[src/rtl/lpw_pkg.sv]
`timescale 1ns/1ps
package lpw_pkg;
   typedef enum logic [1:0] {
      LPW_RUN   = 2'd0,
      LPW_ENTER = 2'd1,
      LPW_SLEEP = 2'd2
   } lpw_state_e;
endpackage

[src/rtl/lpw_cfg_reg.sv]
`timescale 1ns/1ps
module lpw_cfg_reg #(
   parameter int REG_W   = 8,
   parameter int LEVEL_W = 3
) (
   input  logic               clk,
   input  logic               rst_n,
   input  logic               we,
   input  logic [REG_W-1:0]   wdata,
   output logic [REG_W-1:0]   rdata,
   output logic               entry_en,
   output logic [LEVEL_W-1:0] wake_thr
);
   localparam int EN_BIT = REG_W - 1;
   localparam logic [REG_W-1:0] KEEP_MASK =
      {1'b1, {(REG_W-1-LEVEL_W){1'b0}}, {LEVEL_W{1'b1}}};

   logic               en_q;
   logic [LEVEL_W-1:0] thr_q;

   always_ff @(posedge clk or negedge rst_n) begin
      if (!rst_n) begin
         en_q  <= 1'b0;
         thr_q <= '0;
      end else if (we) begin
         en_q  <= wdata[EN_BIT];
         thr_q <= wdata[LEVEL_W-1:0];
      end
   end

   always_comb begin
      rdata                 = '0;
      rdata[EN_BIT]         = en_q;
      rdata[LEVEL_W-1:0]    = thr_q;
   end

   assign entry_en = en_q;
   assign wake_thr = thr_q;

   AST_RSVD_ZERO: assert property (@(posedge clk) disable iff (!rst_n)
      rdata[REG_W-2:LEVEL_W] == '0);
   AST_WRITE_LANDS: assert property (@(posedge clk) disable iff (!rst_n)
      we |=> rdata == ($past(wdata) & KEEP_MASK));
endmodule

[src/rtl/lpw_wake_cmp.sv]
`timescale 1ns/1ps
module lpw_wake_cmp #(
   parameter int LEVEL_W  = 3,
   parameter bit USE_MASK = 1'b1
) (
   input  logic               clk,
   input  logic               rst_n,
   input  logic [LEVEL_W-1:0] thr,
   input  logic [LEVEL_W-1:0] level,
   input  logic               valid,
   output logic               wake
);
   localparam int NUM_LVL = 1 << LEVEL_W;
   localparam logic [LEVEL_W-1:0] MAX_LVL = '1;
   localparam logic [LEVEL_W-1:0] TOP_THR = {{(LEVEL_W-1){1'b1}}, 1'b0};
   localparam logic [LEVEL_W-1:0] ONE_LVL = {{(LEVEL_W-1){1'b0}}, 1'b1};

   logic [LEVEL_W-1:0] min_lvl;

   always_comb begin
      if (thr == '0)           min_lvl = ONE_LVL;
      else if (thr >= TOP_THR) min_lvl = MAX_LVL;
      else                     min_lvl = thr + ONE_LVL;
   end

   generate
      if (USE_MASK) begin : g_mask
         logic [NUM_LVL-1:0] hit;
         for (genvar l = 0; l < NUM_LVL; l++) begin : g_lvl
            assign hit[l] = (l != 0) && (LEVEL_W'(l) >= min_lvl);
         end
         assign wake = valid && hit[level];
      end else begin : g_arith
         assign wake = valid && (level != '0) && (level >= min_lvl);
      end
   endgenerate

   AST_INVALID_NO_WAKE: assert property (@(posedge clk) disable iff (!rst_n)
      !valid |-> !wake);
   AST_ZERO_CODE_ANY: assert property (@(posedge clk) disable iff (!rst_n)
      (thr == '0 && valid && level != '0) |-> wake);
   AST_TOP_CODES: assert property (@(posedge clk) disable iff (!rst_n)
      (thr >= TOP_THR && wake) |-> level == MAX_LVL);
   AST_LEVEL_ZERO: assert property (@(posedge clk) disable iff (!rst_n)
      (level == '0) |-> !wake);
endmodule

[src/rtl/lpw_fsm.sv]
`timescale 1ns/1ps
module lpw_fsm
   import lpw_pkg::*;
#(
   parameter int MODE_W = 2
) (
   input  logic              clk,
   input  logic              rst_n,
   input  logic              stop_req,
   input  logic              entry_en,
   input  logic              wake,
   input  logic [MODE_W-1:0] mode_sel,
   output logic              lp_active,
   output logic [MODE_W-1:0] lp_mode
);
   lpw_state_e        state_q, state_d;
   logic [MODE_W-1:0] mode_q;

   always_comb begin
      state_d = state_q;
      unique case (state_q)
         LPW_RUN:   if (stop_req && entry_en) state_d = LPW_ENTER;
         LPW_ENTER: state_d = LPW_SLEEP;
         LPW_SLEEP: if (wake) state_d = LPW_RUN;
         default:   state_d = LPW_RUN;
      endcase
   end

   always_ff @(posedge clk or negedge rst_n) begin
      if (!rst_n) begin
         state_q <= LPW_RUN;
         mode_q  <= '0;
      end else begin
         state_q <= state_d;
         if (state_q == LPW_ENTER) mode_q <= mode_sel;
      end
   end

   assign lp_active = (state_q == LPW_SLEEP);
   assign lp_mode   = lp_active ? mode_q : '0;

   AST_NO_ENTRY_DISABLED: assert property (@(posedge clk) disable iff (!rst_n)
      (state_q == LPW_RUN && !entry_en) |=> state_q == LPW_RUN);
   AST_ENTER_ONE_CYCLE: assert property (@(posedge clk) disable iff (!rst_n)
      (state_q == LPW_ENTER) |=> (lp_active && lp_mode == $past(mode_sel)));
   AST_MODE_ZERO_IDLE: assert property (@(posedge clk) disable iff (!rst_n)
      !lp_active |-> lp_mode == '0);
   AST_WAKE_EXIT: assert property (@(posedge clk) disable iff (!rst_n)
      (state_q == LPW_SLEEP && wake) |=> state_q == LPW_RUN);
   AST_SLEEP_HOLDS: assert property (@(posedge clk) disable iff (!rst_n)
      (state_q == LPW_SLEEP && !wake) |=> (lp_active && $stable(lp_mode)));
endmodule

[src/rtl/lpwr_wake_ctrl.sv]
`timescale 1ns/1ps
module lpwr_wake_ctrl #(
   parameter int MODE_W   = 2,
   parameter int LEVEL_W  = 3,
   parameter int REG_W    = 8,
   parameter bit USE_MASK = 1'b1
) (
   input  logic               clk,
   input  logic               rst_n,
   input  logic               cfg_we,
   input  logic [REG_W-1:0]   cfg_wdata,
   output logic [REG_W-1:0]   cfg_rdata,
   input  logic               stop_req,
   input  logic [LEVEL_W-1:0] irq_level,
   input  logic               irq_valid,
   input  logic [MODE_W-1:0]  mode_sel,
   output logic               lp_active,
   output logic [MODE_W-1:0]  lp_mode
);
   generate
      if (LEVEL_W < 2 || LEVEL_W > 6) begin : g_bad_level
         $error("lpwr_wake_ctrl: LEVEL_W must lie in 2..6");
      end
      if (REG_W < LEVEL_W + 2) begin : g_bad_reg
         $error("lpwr_wake_ctrl: REG_W too small for enable, reserved and threshold");
      end
      if (MODE_W < 1) begin : g_bad_mode
         $error("lpwr_wake_ctrl: MODE_W must be at least 1");
      end
   endgenerate

   logic               entry_en;
   logic [LEVEL_W-1:0] wake_thr;
   logic               wake;

   lpw_cfg_reg #(.REG_W(REG_W), .LEVEL_W(LEVEL_W)) u_cfg (
      .clk      (clk),
      .rst_n    (rst_n),
      .we       (cfg_we),
      .wdata    (cfg_wdata),
      .rdata    (cfg_rdata),
      .entry_en (entry_en),
      .wake_thr (wake_thr)
   );

   lpw_wake_cmp #(.LEVEL_W(LEVEL_W), .USE_MASK(USE_MASK)) u_cmp (
      .clk   (clk),
      .rst_n (rst_n),
      .thr   (wake_thr),
      .level (irq_level),
      .valid (irq_valid),
      .wake  (wake)
   );

   lpw_fsm #(.MODE_W(MODE_W)) u_fsm (
      .clk       (clk),
      .rst_n     (rst_n),
      .stop_req  (stop_req),
      .entry_en  (entry_en),
      .wake      (wake),
      .mode_sel  (mode_sel),
      .lp_active (lp_active),
      .lp_mode   (lp_mode)
   );

   AST_WRITE_NO_EXIT: assert property (@(posedge clk) disable iff (!rst_n)
      (lp_active && !irq_valid) |=> lp_active);
endmodule

[config.mk]
export PLATFORM = sky130hd
export DESIGN_NAME = lpwr_wake_ctrl
export DESIGN_NICKNAME = d
export VERILOG_FILES = /design/src/rtl/lpw_pkg.sv /design/src/rtl/lpw_cfg_reg.sv /design/src/rtl/lpw_wake_cmp.sv /design/src/rtl/lpw_fsm.sv /design/src/rtl/lpwr_wake_ctrl.sv
export SDC_FILE = /design/constraint.sdc
export NUM_CORES = 1
export LEC_CHECK = 0
export BUFFER_PORTS_ARGS = -buffer_cell sky130_fd_sc_hd__buf_2
export CAP_MARGIN = 20
export CORE_AREA = 10 10 47 49
export DETAILED_ROUTE_END_ITERATION = 8
export DIE_AREA = 0 0 57 59
export PLACE_DENSITY_LB_ADDON = 0.3
export REMOVE_ABC_BUFFERS = 1
export SKIP_CTS_REPAIR_TIMING = 1
export SYNTH_ARGS = -nofsm -noshare
export SYNTH_HDL_FRONTEND = slang
export SYNTH_HIERARCHICAL = 1
export SYNTH_SLANG_ARGS = --single-unit
export TNS_END_PERCENT = 10
[constraint.sdc]
create_clock -name clk -period 3.4 [get_ports clk]
set_input_delay 0.68 -clock clk [delete_from_list [all_inputs] [get_ports clk]]
set_output_delay 0.68 -clock clk [all_outputs]
set_load 0.01 [all_outputs]
=== Yosys cells after proc, flatten, opt, wreduce, memory -nomap -nowiden ===
Cells that the tools add are included.

* $add $sub $neg: 1
* $mul: 0
* Div/mod/pow operators: 0
* Order comparisons: 9
* Equality and inequality tests: 4
* Shifts and indexed selects: 0
* Multiplexer cells: 8
* Bitwise logic cells: 0
* Reduce and logical (&&, ||, !) cells: 5

{| class="wikitable"
|+ Operator list
! cell !! count
|-
| $ge A3 B3 Y1 const A || 4
|-
| $ge A2 B3 Y1 const A || 2
|-
| $mux W2 || 3
|-
| $mux W3 || 2
|-
| $pmux W2 S3 || 1
|-
| $lt A3 B4 Y1 const B || 1
|-
| $add A3 B1 Y3 const B || 1
|-
| $bmux W1 S3 || 1
|-
| $ge A1 B3 Y1 const A || 1
|-
| $ge A3 B3 Y1 const B || 1
|-
| $logic_not A3 Y1 || 1
|-
| $eq A2 B1 Y1 const B || 1
|-
| $eq A2 B2 Y1 const B || 1
|-
| $logic_and A1 B1 Y1 || 2
|-
| $logic_not A2 Y1 || 1
|-
| $ne A2 B1 Y1 const B || 1
|-
| $ne A2 B2 Y1 const B || 1
|-
| $reduce_and A2 Y1 || 1
|-
| $mux W1 || 1
|}

* Register bits after elaboration: 8
* Bits in latches: 0
* Bits in writable memories: 0
* ROM bits: 0
* Input port bits: 18
* Output and inout port bits: 11
* Logic and storage cells: 31
* Memories kept: 0

=== Logic depth before layout (Yosys ltp) ===
* Depth in word-level cells: 9
* Gate-level depth with buffers: 8

=== Hierarchy ===
Netlist, hierarchy kept.

{| class="wikitable"
|+ Modules (own cells, without submodules)
! module !! times used !! cells an instance !! area each (µm²) !! seq. area each (µm²)
|-
| lpw_cfg_reg || 1 || 17 || 209.0 || 100.1
|-
| lpw_fsm || 1 || 14 || 181.4 || 100.1
|-
| lpw_wake_cmp || 1 || 17 || 123.9 || 0.0
|}

=== Least setup slack after synthesis ===
Ideal clock, no wire load.

* Path type: register to register
* From: register u_cfg.thr_q[0] (netlist: u_cfg/wake_thr[0])
* To: register u_fsm.state_q[1]
* Data arrival time: 1.446 ns
* Slack: 1.835 ns
* Stages on the path, launching flop included: 9
* Path buffers: 1
* Clock period less this slack: 1.565 ns
* Cell sequence: dfrtp_1 -> buf_4 -> ha_1 -> xor2_1 -> o211ai_2 -> nand3_1 -> a21oi_1 -> inv_1 -> a21o_2

* Cells in the longest elaborated chain, start to end: 9

{| class="wikitable"
|+ RTL lines
! item !! line !! source
|-
| from (decl) || lpw_cfg_reg.sv:19 || <nowiki>logic [LEVEL_W-1:0] thr_q;</nowiki>
|-
| from (signal assigned) || lpw_cfg_reg.sv:27 || <nowiki>thr_q <= wdata[LEVEL_W-1:0];</nowiki>
|-
| $add A3 B1 Y3 or $ge A3 B3 Y1 (tied branches) || lpw_wake_cmp.sv:23, lpw_wake_cmp.sv:22 ||
|-
| $mux W3 || lpw_wake_cmp.sv:22 || <nowiki>else if (thr >= TOP_THR) min_lvl = MAX_LVL;</nowiki>
|-
| $mux W3 * || lpw_wake_cmp.sv:21 || <nowiki>if (thr == '0) min_lvl = ONE_LVL;</nowiki>
|-
| $ge A1 B3 Y1, or another cell as far along || lpw_wake_cmp.sv:30 || <nowiki>assign hit[l] = (l != 0) && (LEVEL_W'(l) >= min_lvl);</nowiki>
|-
| $bmux W1 S3 * || lpw_wake_cmp.sv:32 || <nowiki>assign wake = valid && hit[level];</nowiki>
|-
| $mux W1 (not written as such) * || lpw_wake_cmp.sv:32 ||
|-
| $logic_and A1 B1 Y1 * || lpw_wake_cmp.sv:32 ||
|-
| via wake || lpwr_wake_ctrl.sv:34 || <nowiki>logic wake;</nowiki>
|-
| $ne A2 B2 Y1 (no source line) * || n/a ||
|-
| $reduce_and A2 Y1 (no source line) * || n/a ||
|-
| to (signal assigned) || lpw_fsm.sv:34 || <nowiki>state_q <= state_d;</nowiki>
|-
| to (decl) || lpw_fsm.sv:16 || <nowiki>lpw_state_e state_q, state_d;</nowiki>
|}

The timed path passes the listed nets; every way through them passes the cells marked *. The select of a mux whose other input is x is not followed.
A chain may end at the register's enable or synchronous reset.

=== Worst setup path in the final report ===
* From: register u_fsm.state_q[1]
* To: output port lp_mode[1]

* Cells in the longest elaborated chain, start to end: 2

{| class="wikitable"
|+ RTL lines
! item !! line !! source
|-
| $eq A2 B2 Y1 || lpw_fsm.sv:39 || <nowiki>assign lp_active = (state_q == LPW_SLEEP);</nowiki>
|-
| $mux W2 || lpw_fsm.sv:40 || <nowiki>assign lp_mode = lp_active ? mode_q : '0;</nowiki>
|-
| to (decl) || lpwr_wake_ctrl.sv:18 || <nowiki>output logic [MODE_W-1:0] lp_mode</nowiki>
|}

Every way passes these cells.

==> impl_metrics.json <==
{
  "status": "finished clean",
  "p_clk_share_pct": 21.7,
  "setup_viol": 0,
  "n_fill_cell": 146,
  "power.net_switching_uw": 92.77,
  "synth.mux.area_fraction_pct": 13.14,
  "avgSynthCellArea_sq_um": 10.71,
  "combinationalPowerShare_pct": 33.7,
  "path_clk_slew_ns": 0.05,
  "grt_pass1_vias": 377,
  "final_cell_mix": "20 x buf_2, 8 x dfrtp_1, 6 x mux2_2",
  "fp.dieH_microns": 59,
  "fin_area_sq_um": 608.1,
  "synthCells": 48,
  "cts_tree": "done",
  "cts-htree-levels": 1,
  "crit_fanout": 4,
  "skew_ns": 0.0009639,
  "synth.distinct_cells": 20,
  "ys_ff_latch": 8,
  "diodes": 0,
  "rr_worst_depth": 7,
  "p_leak_uw": 0.0003199,
  "final.setup.tns_ns": 0,
  "dr.pass1.iters": 2,
  "core_area_sq_mm": 0.001401,
  "drt_iter0_markers": 2,
  "fmax_mhz": 531.5,
  "crit_start": "u_fsm/state_q[1]$_DFFE_PN0P_",
  "grt_pass1_wl_microns": 1455,
  "cts_made_buffers": 3,
  "peakVddDrop_uv": 242.4,
  "routed_wl_microns": 927,
  "crit_type": "register to primary output",
  "maxCapViolations": 0,
  "synth-compound-area-share_pct": 9.976,
  "nets": 89,
  "clock_latency_ns": 0.24,
  "antenna_found_initial": 0,
  "drc": 0,
  "placed_area_sq_um": 585.6,
  "drive_gt1_share_pct": 54.55,
  "vias": 359,
  "ys_seq_area_share_pct": 38.93,
  "yosys_warnings": 6,
  "final_core_util_pct": 43.39,
  "final_common_cell": "buf_2",
  "die_w_microns": 57,
  "cts_root_buf": "clkbuf_4",
  "dp_hpwl_microns": 817.8,
  "clockBufferDepth": 2,
  "cp.required_ns": 2.72,
  "num_io_pins": 29,
  "die_area_sq_mm": 0.003363,
  "synthAdderAreaFrac_pct": 7.299,
  "end_kind": "primary output",
  "num_rows": 14,
  "synth_top_family_by_area": "buffers and inverters",
  "drtAntennaViolNets": 0,
  "multiInputGateArea_sq_um": 250.2,
  "grt_max_degree": 9,
  "routabilityCongestion": 0.6275,
  "p_int_uw": 218.6,
  "r2r-end": "u_fsm/state_q[1]$_DFFE_PN0P_",
  "rsz0062_at_grt": "false",
  "initial_core_util_pct": 36.70,
  "vias_per_cell": 4.378,
  "cp.arrival_ns": 1.20,
  "power_density_mw_per_mm2": 512.1,
  "syn_area_sq_um": 514.2,
  "endpoint": "lp_mode[1]",
  "portBuffers": 20,
  "r2r_setup_slack_ns": 1.89,
  "seqPwrFrac_pct": 44.6,
  "seqCellArea_sq_um": 200.2,
  "r2r_start": "u_cfg/wake_thr[1]$_DFFE_PN0P_",
  "synth_simple_gate_area_share_pct": 13.63,
  "drv_slew": 0,
  "yosys.area_share.xor_xnor_pct": 1.703,
  "period_minus_slack_ns": 1.882,
  "grtUsageTotal_pct": 5.568,
  "wl_per_cell_microns": 11.30,
  "area_delta_synth_final_pct": 18.25,
  "cts.sinks": 8,
  "switching_share_pct": 29.79,
  "grt-ovfl-total": 0,
  "hold_path_class": "primary input to asynchronous set/reset pin",
  "post-route-period-util_pct": 55.34,
  "start_kind": "register",
  "final-hold-violation-count": 0
}
==> power by group through the flow <==
| stage | combinational, uW | clock [uW] | sequential (uW) |
|---|---|---|---|
| after CTS | 107 | 73.2 | 139 |
| after floorplan | 69.0 | 0 | 139 |
| after global placement | 105 | 0 | 139 |
| after global routing | 116 | 75.3 | 143 |
| after detailed placement | 107 | 0 | 141 |
| final | 105 | 67.7 | 139 |
==> critical path, cell delays in order, from the launching register on <==
cell and delay (ns):
dfrtp_1 0.41, and2b_2 0.23, and2_2 0.18, buf_2 0.13
==> layer usage <==
layer | up-vias | share of wire (%) | wire length [microns] | global-route usage (%)
met1 | 156 | 40 | 369 | 4.716
met3 | 2 | 8.0 | 74 | 2.361
li1 | 188 | - | - | -
met4 | 0 | 0.97 | 9 | 6.040
met2 | 13 | 51 | 472 | 9.302
met5 | - | 0 | 0 | 0
==> area by class of cell <==
class,count,area share (%)
sequential,8,32.92
inverter,4,2.469
tap,16,3.292
multi-input combinational,31,41.15
timing repair buffer,20,16.46
clock buffer,3,3.704
==> worst min-delay path by stage <==
stage | end | slack (ns) | depth (start not counted)
finish | u_fsm/state_q[1]$_DFFE_PN0P_ | 0.26 | 1
global route | u_fsm/state_q[1]$_DFFE_PN0P_ | 0.26 | 1
CTS | u_fsm/state_q[1]$_DFFE_PN0P_ | 0.25 | 1
detailed placement | u_fsm/state_q[0]$_DFFE_PN0P_ | 0.45 | 1
global placement | u_fsm/state_q[0]$_DFFE_PN0P_ | 0.44 | 1
floorplan | u_cfg/entry_en$_DFFE_PN0P_ | 0.38 | 0
==> per-stage QoR <==
stage	total power [uW]	hold WS (ns)	setup slack (ns)	instances
2_1_floorplan	207.8	0.3844	1.879	43
3_3_place_gp	244.7	0.4406	1.788	79
3_5_place_dp	247.7	0.4451	1.773	79
4_1_cts	319.4	0.2549	1.499	82
5_1_grt	333.8	0.2649	1.461	82
6_report	311.4	0.2627	1.518	82
==> Yosys cell counts <==
library cell  count  share of area [%]
nand2_1           1               0.73
dfrtp_1           8                 39
o31ai_1           1                1.5
and2b_2           1                1.7
nor2b_4           1                2.7
xor2_1            1                1.7
a21o_2            1                1.7
nand2b_2          1                1.7
nor3_1            2                1.9
mux2_2            6                 13
a21oi_1           1               0.97
o211ai_2          1                2.4
nand3_1           2                1.9
buf_4             8                 12
ha_1              3                7.3
o211ai_1          1                1.5
o21ai_0           2                1.9
conb_1            1               0.73
inv_1             4                2.9
and2_2            2                2.9
==> logic make-up (layout without fill, tap and decap cells) <==
kind of cell | count (synthesis) | count (layout)
AOI/OAI and AO/OA | 7 | 7
muxes | 6 | 6
DFF | 8 | 8
adders and majority gates | 3 | 3
and+or+nand+nor | 10 | 10
other | 1 | 4
xor gates and xnor gates | 1 | 1
buffers and inverters | 12 | 27
==> flip-flops by register name, summed over array words and instances (netlist names) <==
signal          flops
u_fsm/state_q       2
u_cfg/entry_en      1
u_fsm/mode_q        2
u_cfg/wake_thr      3
No activity file was read; power rests on OpenSTA's default activity.
